`src/rtl/lift_pkg.sv`:
```
package lift_pkg;
  // bank geometry: positions follow from the two-stage element timing
  localparam int BANK_DEPTH = 8;
  localparam int PRED_SLOT  = 3;  // predict result replaces its odd sample here
  localparam int UPD_SLOT   = 7;  // update result replaces its even sample here
  localparam int HI_TAP     = 4;  // high-pass leaves from this slot
  localparam int LO_TAP     = 8;  // low-pass leaves from this slot

  typedef enum logic {
    OP_PREDICT = 1'b0,
    OP_UPDATE  = 1'b1
  } lift_op_e;

  typedef struct packed {
    logic vld;
    logic odd;
    logic first;
    logic last;
  } slot_meta_t;
endpackage

```
`src/rtl/lift_rst_sync.sv`:
```
module lift_rst_sync (
  input  logic clk,
  input  logic arst_n,
  output logic rst_n_o
);
  logic stage_q;

  always_ff @(posedge clk or negedge arst_n) begin
    if (!arst_n) begin
      stage_q <= 1'b0;
      rst_n_o <= 1'b0;
    end else begin
      stage_q <= 1'b1;
      rst_n_o <= stage_q;
    end
  end
endmodule

```
`src/rtl/lift_ctrl.sv`:
```
module lift_ctrl import lift_pkg::*; #(
  parameter int ROW_LEN = 16
) (
  input  logic       clk,
  input  logic       rst_n,
  input  logic       in_valid,
  input  logic       row_start,
  output slot_meta_t meta_o
);
  localparam int CW = (ROW_LEN > 2) ? $clog2(ROW_LEN) : 1;

  logic          active_q, active_d;
  logic [CW-1:0] col_q, col_d;
  logic          idle_odd_q, idle_odd_d;
  logic          seen_q, seen_d;
  logic          start, take, at_end;
  logic [CW-1:0] idx;

  always_comb begin
    start  = in_valid & row_start;
    take   = start | (in_valid & active_q);
    idx    = start ? '0 : col_q;
    at_end = take && (idx == CW'(ROW_LEN - 1));

    meta_o.vld   = take;
    meta_o.odd   = idx[0];
    meta_o.first = start;
    meta_o.last  = at_end;

    col_d      = col_q;
    active_d   = active_q;
    idle_odd_d = idle_odd_q;
    seen_d     = seen_q | at_end;
    if (take) begin
      col_d      = at_end ? '0 : idx + 1'b1;
      active_d   = !at_end;
      idle_odd_d = 1'b0;
    end else if (!active_q) begin
      idle_odd_d = ~idle_odd_q;
    end
  end

  always_ff @(posedge clk or negedge rst_n) begin
    if (!rst_n) begin
      active_q   <= 1'b0;
      col_q      <= '0;
      idle_odd_q <= 1'b0;
      seen_q     <= 1'b0;
    end else begin
      active_q   <= active_d;
      col_q      <= col_d;
      idle_odd_q <= idle_odd_d;
      seen_q     <= seen_d;
    end
  end


  contiguous_chk: assert property (@(posedge clk) disable iff (!rst_n)
    active_q |-> (in_valid && !row_start));


  gap_even_chk: assert property (@(posedge clk) disable iff (!rst_n)
    (start && seen_q && !active_q) |-> !idle_odd_q);
endmodule

```
`src/rtl/lift_pe.sv`:
```
module lift_pe import lift_pkg::*; #(
  parameter int W = 10
) (
  input  logic                clk,
  input  logic                rst_n,
  input  logic                req_i,
  input  lift_op_e            op_i,
  input  logic signed [W-1:0] opa_i,
  input  logic signed [W-1:0] opb_i,
  input  logic signed [W-1:0] base_i,
  output logic                res_vld_o,
  output lift_op_e            res_op_o,
  output logic signed [W-1:0] res_o
);
  localparam int SW = W + 1;

  logic                 s1_vld_q;
  lift_op_e             s1_op_q;
  logic signed [SW-1:0] sum_q, sum_d;
  logic signed [W-1:0]  base_q;
  logic signed [SW-1:0] term;
  logic                 cin;
  logic signed [SW:0]   acc;

  // stage 1: neighbour sum
  always_comb sum_d = SW'(opa_i) + SW'(opb_i);

  always_ff @(posedge clk or negedge rst_n) begin
    if (!rst_n) begin
      s1_vld_q <= 1'b0;
      s1_op_q  <= OP_PREDICT;
    end else begin
      s1_vld_q <= req_i;
      if (req_i) s1_op_q <= op_i;
    end
  end

  always_ff @(posedge clk) begin
    if (req_i) begin
      sum_q  <= sum_d;
      base_q <= base_i;
    end
  end

  // stage 2: scaled sum folded into one add with carry-in
  always_comb begin
    if (s1_op_q == OP_UPDATE) begin
      term = sum_q >>> 2;
      cin  = sum_q[1];
    end else begin
      term = ~(sum_q >>> 1);
      cin  = 1'b1;
    end
    acc   = (SW+1)'(base_q) + (SW+1)'(term) + (SW+1)'(cin);
    res_o = acc[W-1:0];
  end

  assign res_vld_o = s1_vld_q;
  assign res_op_o  = s1_op_q;


  pe_alt_chk: assert property (@(posedge clk) disable iff (!rst_n)
    (req_i && s1_vld_q) |-> (op_i != s1_op_q));
endmodule

```
`src/rtl/lift_bank.sv`:
```
module lift_bank import lift_pkg::*; #(
  parameter int W = 10
) (
  input  logic                clk,
  input  logic                rst_n,
  input  logic signed [W-1:0] sample_i,
  input  slot_meta_t          meta_i,
  input  logic                wr_pred_i,
  input  logic                wr_upd_i,
  input  logic signed [W-1:0] wr_val_i,
  output logic signed [W-1:0] data_o [1:BANK_DEPTH],
  output slot_meta_t          meta_o [1:BANK_DEPTH]
);
  logic signed [W-1:0] nxt [1:BANK_DEPTH];

  for (genvar k = 1; k <= BANK_DEPTH; k++) begin : g_slot
    if (k == 1) begin : g_head
      assign nxt[k] = sample_i;
    end else if (k == PRED_SLOT) begin : g_pred
      assign nxt[k] = wr_pred_i ? wr_val_i : data_o[k-1];
    end else if (k == UPD_SLOT) begin : g_upd
      assign nxt[k] = wr_upd_i ? wr_val_i : data_o[k-1];
    end else begin : g_pass
      assign nxt[k] = data_o[k-1];
    end
  end

  always_ff @(posedge clk) begin
    for (int k = 1; k <= BANK_DEPTH; k++) data_o[k] <= nxt[k];
  end

  always_ff @(posedge clk or negedge rst_n) begin
    if (!rst_n) begin
      for (int k = 1; k <= BANK_DEPTH; k++) meta_o[k] <= '0;
    end else begin
      meta_o[1] <= meta_i;
      for (int k = 2; k <= BANK_DEPTH; k++) meta_o[k] <= meta_o[k-1];
    end
  end


  pred_slot_chk: assert property (@(posedge clk) disable iff (!rst_n)
    wr_pred_i |-> (meta_o[PRED_SLOT-1].vld && meta_o[PRED_SLOT-1].odd));


  upd_slot_chk: assert property (@(posedge clk) disable iff (!rst_n)
    wr_upd_i |-> (meta_o[UPD_SLOT-1].vld && !meta_o[UPD_SLOT-1].odd));
endmodule

```
`src/rtl/lift_row_top.sv`:
```
module lift_row_top import lift_pkg::*; #(
  parameter int DATA_W  = 8,
  parameter int ROW_LEN = 16
) (
  input  logic                     clk,
  input  logic                     rst_n,
  input  logic                     in_valid,
  input  logic                     row_start,
  input  logic [DATA_W-1:0]        in_sample,
  output logic                     out_valid,
  output logic                     out_high,
  output logic signed [DATA_W+1:0] out_coef
);
  localparam int CW = DATA_W + 2;

  logic                 rst_q;
  slot_meta_t           in_meta;
  logic signed [CW-1:0] sample;
  logic signed [CW-1:0] bank_d [1:BANK_DEPTH];
  slot_meta_t           bank_m [1:BANK_DEPTH];
  logic                 pred_req, upd_req, req;
  lift_op_e             op;
  logic signed [CW-1:0] opa, opb, base;
  logic                 res_vld;
  lift_op_e             res_op;
  logic signed [CW-1:0] res;
  logic                 wr_pred, wr_upd;
  logic                 hi_out, lo_out;

  lift_rst_sync u_rst (
    .clk     (clk),
    .arst_n  (rst_n),
    .rst_n_o (rst_q)
  );

  lift_ctrl #(.ROW_LEN(ROW_LEN)) u_ctrl (
    .clk       (clk),
    .rst_n     (rst_q),
    .in_valid  (in_valid),
    .row_start (row_start),
    .meta_o    (in_meta)
  );

  assign sample = CW'({1'b0, in_sample});

  // operand selection for the shared element
  always_comb begin
    pred_req = bank_m[1].vld & bank_m[1].odd;
    upd_req  = bank_m[HI_TAP].vld & bank_m[HI_TAP].odd;
    req      = pred_req | upd_req;
    if (upd_req) begin
      op   = OP_UPDATE;
      opa  = bank_d[HI_TAP];
      opb  = bank_m[HI_TAP+1].first ? '0 : bank_d[HI_TAP+2];
      base = bank_d[HI_TAP+1];
    end else begin
      op   = OP_PREDICT;
      opa  = bank_d[2];
      opb  = bank_m[1].last ? '0 : sample;
      base = bank_d[1];
    end
  end

  lift_pe #(.W(CW)) u_pe (
    .clk       (clk),
    .rst_n     (rst_q),
    .req_i     (req),
    .op_i      (op),
    .opa_i     (opa),
    .opb_i     (opb),
    .base_i    (base),
    .res_vld_o (res_vld),
    .res_op_o  (res_op),
    .res_o     (res)
  );

  assign wr_pred = res_vld && (res_op == OP_PREDICT);
  assign wr_upd  = res_vld && (res_op == OP_UPDATE);

  lift_bank #(.W(CW)) u_bank (
    .clk       (clk),
    .rst_n     (rst_q),
    .sample_i  (sample),
    .meta_i    (in_meta),
    .wr_pred_i (wr_pred),
    .wr_upd_i  (wr_upd),
    .wr_val_i  (res),
    .data_o    (bank_d),
    .meta_o    (bank_m)
  );

  always_comb begin
    hi_out    = bank_m[HI_TAP].vld & bank_m[HI_TAP].odd;
    lo_out    = bank_m[LO_TAP].vld & !bank_m[LO_TAP].odd;
    out_valid = hi_out | lo_out;
    out_high  = hi_out;
    out_coef  = hi_out ? bank_d[HI_TAP] : bank_d[LO_TAP];
  end


  no_collide_chk: assert property (@(posedge clk) disable iff (!rst_q)
    !(pred_req && upd_req));


  hi_alt_chk: assert property (@(posedge clk) disable iff (!rst_q)
    (out_valid && out_high) |=> !(out_valid && out_high));


  lo_alt_chk: assert property (@(posedge clk) disable iff (!rst_q)
    (out_valid && !out_high) |=> !(out_valid && !out_high));


  reset_quiet_chk: assert property (@(posedge clk)
    !rst_q |-> !out_valid);
endmodule

```
`config.mk`:
```
export PLATFORM = sky130hd
export DESIGN_NAME = lift_row_top
export DESIGN_NICKNAME = d
export VERILOG_FILES = /design/src/rtl/lift_pkg.sv /design/src/rtl/lift_rst_sync.sv /design/src/rtl/lift_ctrl.sv /design/src/rtl/lift_pe.sv /design/src/rtl/lift_bank.sv /design/src/rtl/lift_row_top.sv
export SDC_FILE = /design/constraint.sdc
export NUM_CORES = 1
export LEC_CHECK = 0
export ABC_AREA = 1
export BUFFER_PORTS_ARGS = -buffer_cell sky130_fd_sc_hd__buf_2
export CAP_MARGIN = 0
export CELL_PAD_IN_SITES_DETAIL_PLACEMENT = 0
export CELL_PAD_IN_SITES_GLOBAL_PLACEMENT = 1
export CORE_ASPECT_RATIO = 0.8
export CORE_UTILIZATION = 30
export CTS_CLUSTER_DIAMETER = 80
export CTS_CLUSTER_SIZE = 25
export DETAILED_ROUTE_END_ITERATION = 12
export PLACE_DENSITY = 0.66
export SLEW_MARGIN = 10
export SYNTH_ARGS = -nofsm -noshare
export SYNTH_HDL_FRONTEND = slang
export SYNTH_SLANG_ARGS = --single-unit
```
`constraint.sdc`:
```
create_clock -name clk -period 1.1 [get_ports clk]
set_input_delay 0.22 -clock clk [delete_from_list [all_inputs] [get_ports clk]]
set_output_delay 0.22 -clock clk [all_outputs]
set_load 0.01 [all_outputs]
```
* Word-level counts from Yosys, hierarchy flattened
Index checks and enable logic that the tools add are counted.
Storage, ports and cells: bits in registers 128, bits in latches 0, bits in writable memories 0, ROM bits 0, input port bits 12, output and inout port bits 12, word-level logic and storage cells 73, memories 0
Cells by class: add/subtract/negate cells 4, $mul 0, div/mod/pow operators 0, order comparisons 0, eq/ne operators 1, shifts and indexed selects 0, multiplexer cells 13, bitwise logic cells 10, reduce and logical (&&, ||, !) cells 5
Operators by type and width (count):
- $mux 10 | 6
- $mux 8 | 3
- $add 10x10->11 | 1
- $add 10x1->10 | 1
- $add 10x10->10 | 1
- $not 10->10 | 1
- $mux 4 | 2
- $and 1x1->1 | 5
- $add 4x1->4 const B | 1
- $eq 4x4->1 const B | 1
- $logic_and 1x1->1 | 3
- $or 1x1->1 | 3
- $logic_not 1->1 | 2
- $mux 1 | 2
- $not 1->1 | 1

* Longest topological paths before layout
depth in word-level cells 5, depth in mapped cells 14, depth with buffers taken out 13

* Hierarchy
A second synthesis with hierarchy kept.
Unflattened totals: cell total of the unflattened synthesis 644, area, all modules 5801.8 um2
Modules (own cells, without submodules):
- lift_bank | instances 1, cells an instance 226, area an instance 3032.9 um2, sequential area each 2402.3 um2
- lift_pe | instances 1, cells an instance 233, area an instance 1775.5 um2, sequential area each 650.6 um2
- lift_row_top | instances 1, cells an instance 144, area an instance 616.8 um2, sequential area each 0.0 um2
- lift_ctrl | instances 1, cells an instance 38, area an instance 322.8 um2, sequential area each 125.1 um2
- lift_rst_sync | instances 1, cells an instance 3, area an instance 53.8 um2, sequential area each 50.0 um2

* Worst setup path after synthesis
No wires, ideal clock.
path type register to register, start register u_pe.s1_op_q (netlist: u_pe.res_op_o), end register u_bank.data_o[16] (netlist name), library setup time 0.113 ns, arrival 1.951 ns, required time 0.987 ns, path slack -0.964 ns, stages on the path, launching flop included 15, path buffers 1, period minus slack after synthesis 2.064 ns, cell sequence dfrtp_1 > buf_4 > inv_4 > nand2_1 > o21ai_0 > fa_1 > inv_1 > fa_1 > nand2_1 > nand3_1 > nand3_1 > nand2_1 > or2_1 > nand3_1 > nand2_1
RTL lines:
- start, declared | line lift_pe.sv:18 | lift_op_e s1_op_q;
- start signal, assigned | line lift_pe.sv:34 | if (req_i) s1_op_q <= op_i;
- end, declared | line lift_bank.sv:11 | output logic signed [W-1:0] data_o [1:BANK_DEPTH],

* Worst setup path in the final report
start register u_bank.meta_o[18] (netlist name), end register u_pe.sum_q[10] (data pin)
Between the ends: word-level cells in the longest chain between the ends 3, elaborated cells on any way between the ends 4, classes of those cells add/sub (1); mux (2); bitwise (1)
Ends and longest elaborated chain:
- start, declared | line lift_bank.sv:12 | output slot_meta_t meta_o [1:BANK_DEPTH]
- $and 1x1->1 (*) | line lift_row_top.sv:49 | upd_req = bank_m[HI_TAP].vld & bank_m[HI_TAP].odd;
- $mux 10 | line lift_row_top.sv:51 | if (upd_req) begin
- $add 10x10->11 (*) | line lift_pe.sv:26 | always_comb sum_d = SW'(opa_i) + SW'(opb_i);
- named net u_pe.sum_d[10] | line lift_pe.sv:19 | logic signed [SW-1:0] sum_q, sum_d;
- end signal, assigned | line lift_pe.sv:40 | sum_q <= sum_d;
- end, declared | line lift_pe.sv:19
Mark *: on every way through the listed nets, which the timed path passes. The rest lies on a longest branch. A chain may end at the register's enable or synchronous reset.

==> results.ini <==
[run_status]
status=finished, violations left
violations=negative setup slack

[synthesis]
synth_edf_count=20
ys_ff_latch=127
yosysSeqAreaShare_pct=60.23
yosys_most_used_dff=dfxtp_1
syn_avg_cell_area_um2=9.341
synth_top_cell_by_area=dfxtp_1
ys_types=34
synthesis.area_um2=4811
ys_async_sr_fraction_pct=24.41
synthCells=515
netlist_top_cells_area=dfxtp_1 32%, dfrtp_1 16%, nand2_1 14%, edfxtp_1 12%, ha_1 4.7%
yosysWarningCount=0
synth.top_cell.area_share_pct=31.63
synth_nets=548

[clock_network]
clock-root-buffer=clkbuf_16
path_clk_slew_ps=60
cts_sinks=127
cts_buffer_depth=2
cts_made_buffers=17
clk_latency_ps=430
htree_levels=4
cts_tree=built

[timing]
skew_ps=7.388
hold_viol=0
slew_violations=0
fmax_mhz=480.6
rsz0062_at_grt=true
min_period_ps=2081
setup-violations-final=79
whs_ps=99.40
layout_setup_ws_ps=-980.8
min_period_over_period_pct=189.2

[worst_setup_path]
cp_max_fo=7
cp.arrival_ps=2270
crit_slowest_cell=dfrtp_1
cp-start-kind=flop
path_buf_inv=4
worst-setup-path-type=flop to flop
crit_family=simple AND/OR/NAND/NOR gates
slowest_delay_ps=400
end_kind=flop
cp_cell_sequence=nand2_4 -> buf_6 -> inv_8 -> buf_6 -> nand2_4 -> nand2_4 -> ha_4 -> a21o_1 -> nand3_1 -> a22o_1 -> nand2_1 -> inv_1
crit_top_cell=nand2_4
cp.required_ps=1290

[floorplanning]
rows=41
die_h_um=115.3
die_w_um=143.6
start_util_pct=30.65
boundaryPins=24
die_area_um2=16550
core_area_um2=15700

[global_route]
grt_pass1_vias=3796
busiest_layer=met2
grt_max_degree=30
met3_usage_pct=5.414
antenna_found_initial=0
grt_overflow_total=0
grt_pass1_wl_um=19430
grtUsageTotal_pct=16.33
grt_util_met2_pct=25.18
grt_use_met1_pct=20.73

[final_layout]
num_antenna_cells=0
syn_to_final_growth_pct=55.66
multi_input_area_um2=2397
stdcell_count=876
regArea_um2=2899
layout-drive-gt1-share_pct=44.48
nNetsFinal=681
n_fill_cell=1476

[detailed_routing]
viasPerCell=4.361
wl_per_cell_um=14.46
detail-route-antenna-nets=0
drc=0
routed_wl_um=12660
firstDrtPassIters=4
vias=3820
drtIter0Drc=153

[power]
p_total_mw=21.61
p_leak_nw=3.490
vdd_ir_drop_max_mv=1.112
power.density_cell_area_nw_per_um2=2885

[place]
routabilityCongestion=0.8632
dp.cells=809
dp_slack_ps=-967.4
place_hpwl_um=8273
portBuffers=23

[worst_hold_path]
holdCritPathClass=primary input to asynchronous set/reset pin

[run]
drv_cap=0

[flip-flops by register name, summed over array words and instances, names as in the netlist]
signal	cells
u_bank.data_o	76
u_bank.meta_o	22
u_ctrl.active_q	1
u_ctrl.col_q	4
u_pe.base_q	10
u_pe.res_op_o	1
u_pe.res_vld_o	1
u_pe.sum_q	10
u_rst.rst_n_o	1
u_rst.stage_q	1
[Yosys cell counts, types with 2 or more instances]
| master | instances |
|---|---|
| inv_2 | 3 |
| nand4_1 | 3 |
| xor2_1 | 7 |
| fa_1 | 3 |
| nand3_1 | 35 |
| inv_1 | 39 |
| dfxtp_1 | 76 |
| edfxtp_1 | 20 |
| nand2_2 | 5 |
| xnor2_1 | 2 |
| o22ai_1 | 2 |
| a21oi_1 | 10 |
| nor2_1 | 23 |
| nand3b_1 | 3 |
| nand2_1 | 179 |
| o21ai_0 | 31 |
| clkbuf_1 | 4 |
| o21bai_1 | 2 |
| buf_2 | 5 |
| inv_4 | 2 |
| dfrtp_1 | 31 |
| ha_1 | 18 |
[area by class of cell]
cell class	count	share of cell area [%]
clock inverters	13	2.322
clock buffers	19	6.199
inverters	44	2.406
well taps	215	3.592
multi-input cells	334	32.01
flip-flops and latches	127	38.71
repair buffers	123	14.60
repair inverters	1	0.1504
[layout by cell type, fill, tap and decap left out, types with 9 or more instances in the layout]
| master | instances |
|---|---|
| clkbuf_16 | 20 |
| dfrtp_1 | 30 |
| nand2_2 | 51 |
| buf_4 | 63 |
| nand2_4 | 11 |
| buf_6 | 20 |
| ha_4 | 12 |
| inv_1 | 32 |
| edfxtp_1 | 20 |
| nand3_1 | 16 |
| inv_2 | 9 |
| nand2_1 | 123 |
| nor2_1 | 15 |
| o21ai_2 | 11 |
| dlygate4sd3_1 | 9 |
| buf_2 | 21 |
| nand3_2 | 14 |
| dfxtp_1 | 76 |
| o21ai_1 | 14 |
[what timing repair did]
action | 4_1_cts | 5_1_grt
pin swaps | 36 | 35
endpoints found under the setup margin | 76 | 80
endpoints found under the hold margin | 10 | 0
hold buffers | 9 | 0
gates resized for setup | 94 | 88
buffers inserted | 10 | 17
cloned | 2 | 3
[cells by family after synthesis]
logic type	after synthesis	share of synthesized area, %
simple gates	252	21.59
other cells	1	0.07795
xor+xnor	9	1.639
flops	127	60.23
compound gates	51	6.008
buf+inv	54	4.525
fa+ha+maj	21	5.930
[routing by layer]
| layer | share of wire [%] | up-vias | routed length, um |
|---|---|---|---|
| li1 | - | 1931 | - |
| met1 | 47 | 1812 | 5948 |
| met2 | 47 | 62 | 5940 |
| met3 | 4.5 | 15 | 571 |
| met4 | 1.6 | 0 | 202 |
| met5 | 0 | - | 0 |
[final timing paths]
check                                   from           endpoint  slack [ps]  depth (start not counted)
min reg2reg                    u_rst.rst_n_o  u_bank.meta_o[29]         240                          1
min in group clk                   row_start  u_bank.meta_o[29]         280                          4
min                                    rst_n      u_rst.stage_q         100                          2
max reg2reg                u_bank.meta_o[18]     u_pe.sum_q[10]        -980                         12
max                        u_bank.meta_o[18]     u_pe.sum_q[10]        -980                         12
max in group asynchronous      u_rst.rst_n_o      u_pe.res_op_o         580                          1
[worst register-to-register path, cell delays in order (launching register included)]
cell and delay (ps):
dfrtp_1 400, nand2_4 180, buf_6 150, inv_8 50
buf_6 130, nand2_4 60, nand2_4 50, ha_4 280
a21o_1 160, nand3_1 90, a22o_1 200, nand2_1 60
inv_1 40
[power by group]
group	leakage, nW	internal (mW)	total (mW)	switching, mW
logic	1.98	4.01	8.55	4.53
clock network	0.305	3.80	6.04	2.24
registers	1.20	6.29	7.02	0.725
[stage by stage]
step / utilization, % / instance area [um2] / TNS [ps]
finish: 47.70 / 7488 / -41010
global route: 47.70 / 7488 / -46380
CTS: 44.32 / 6957 / -37050
detailed placement: 37.14 / 5829 / -32690
global placement: 37.14 / 5829 / -31110
floorplan: - / 4985 / -19680
Note: power is estimated with default switching activity, not from simulation.
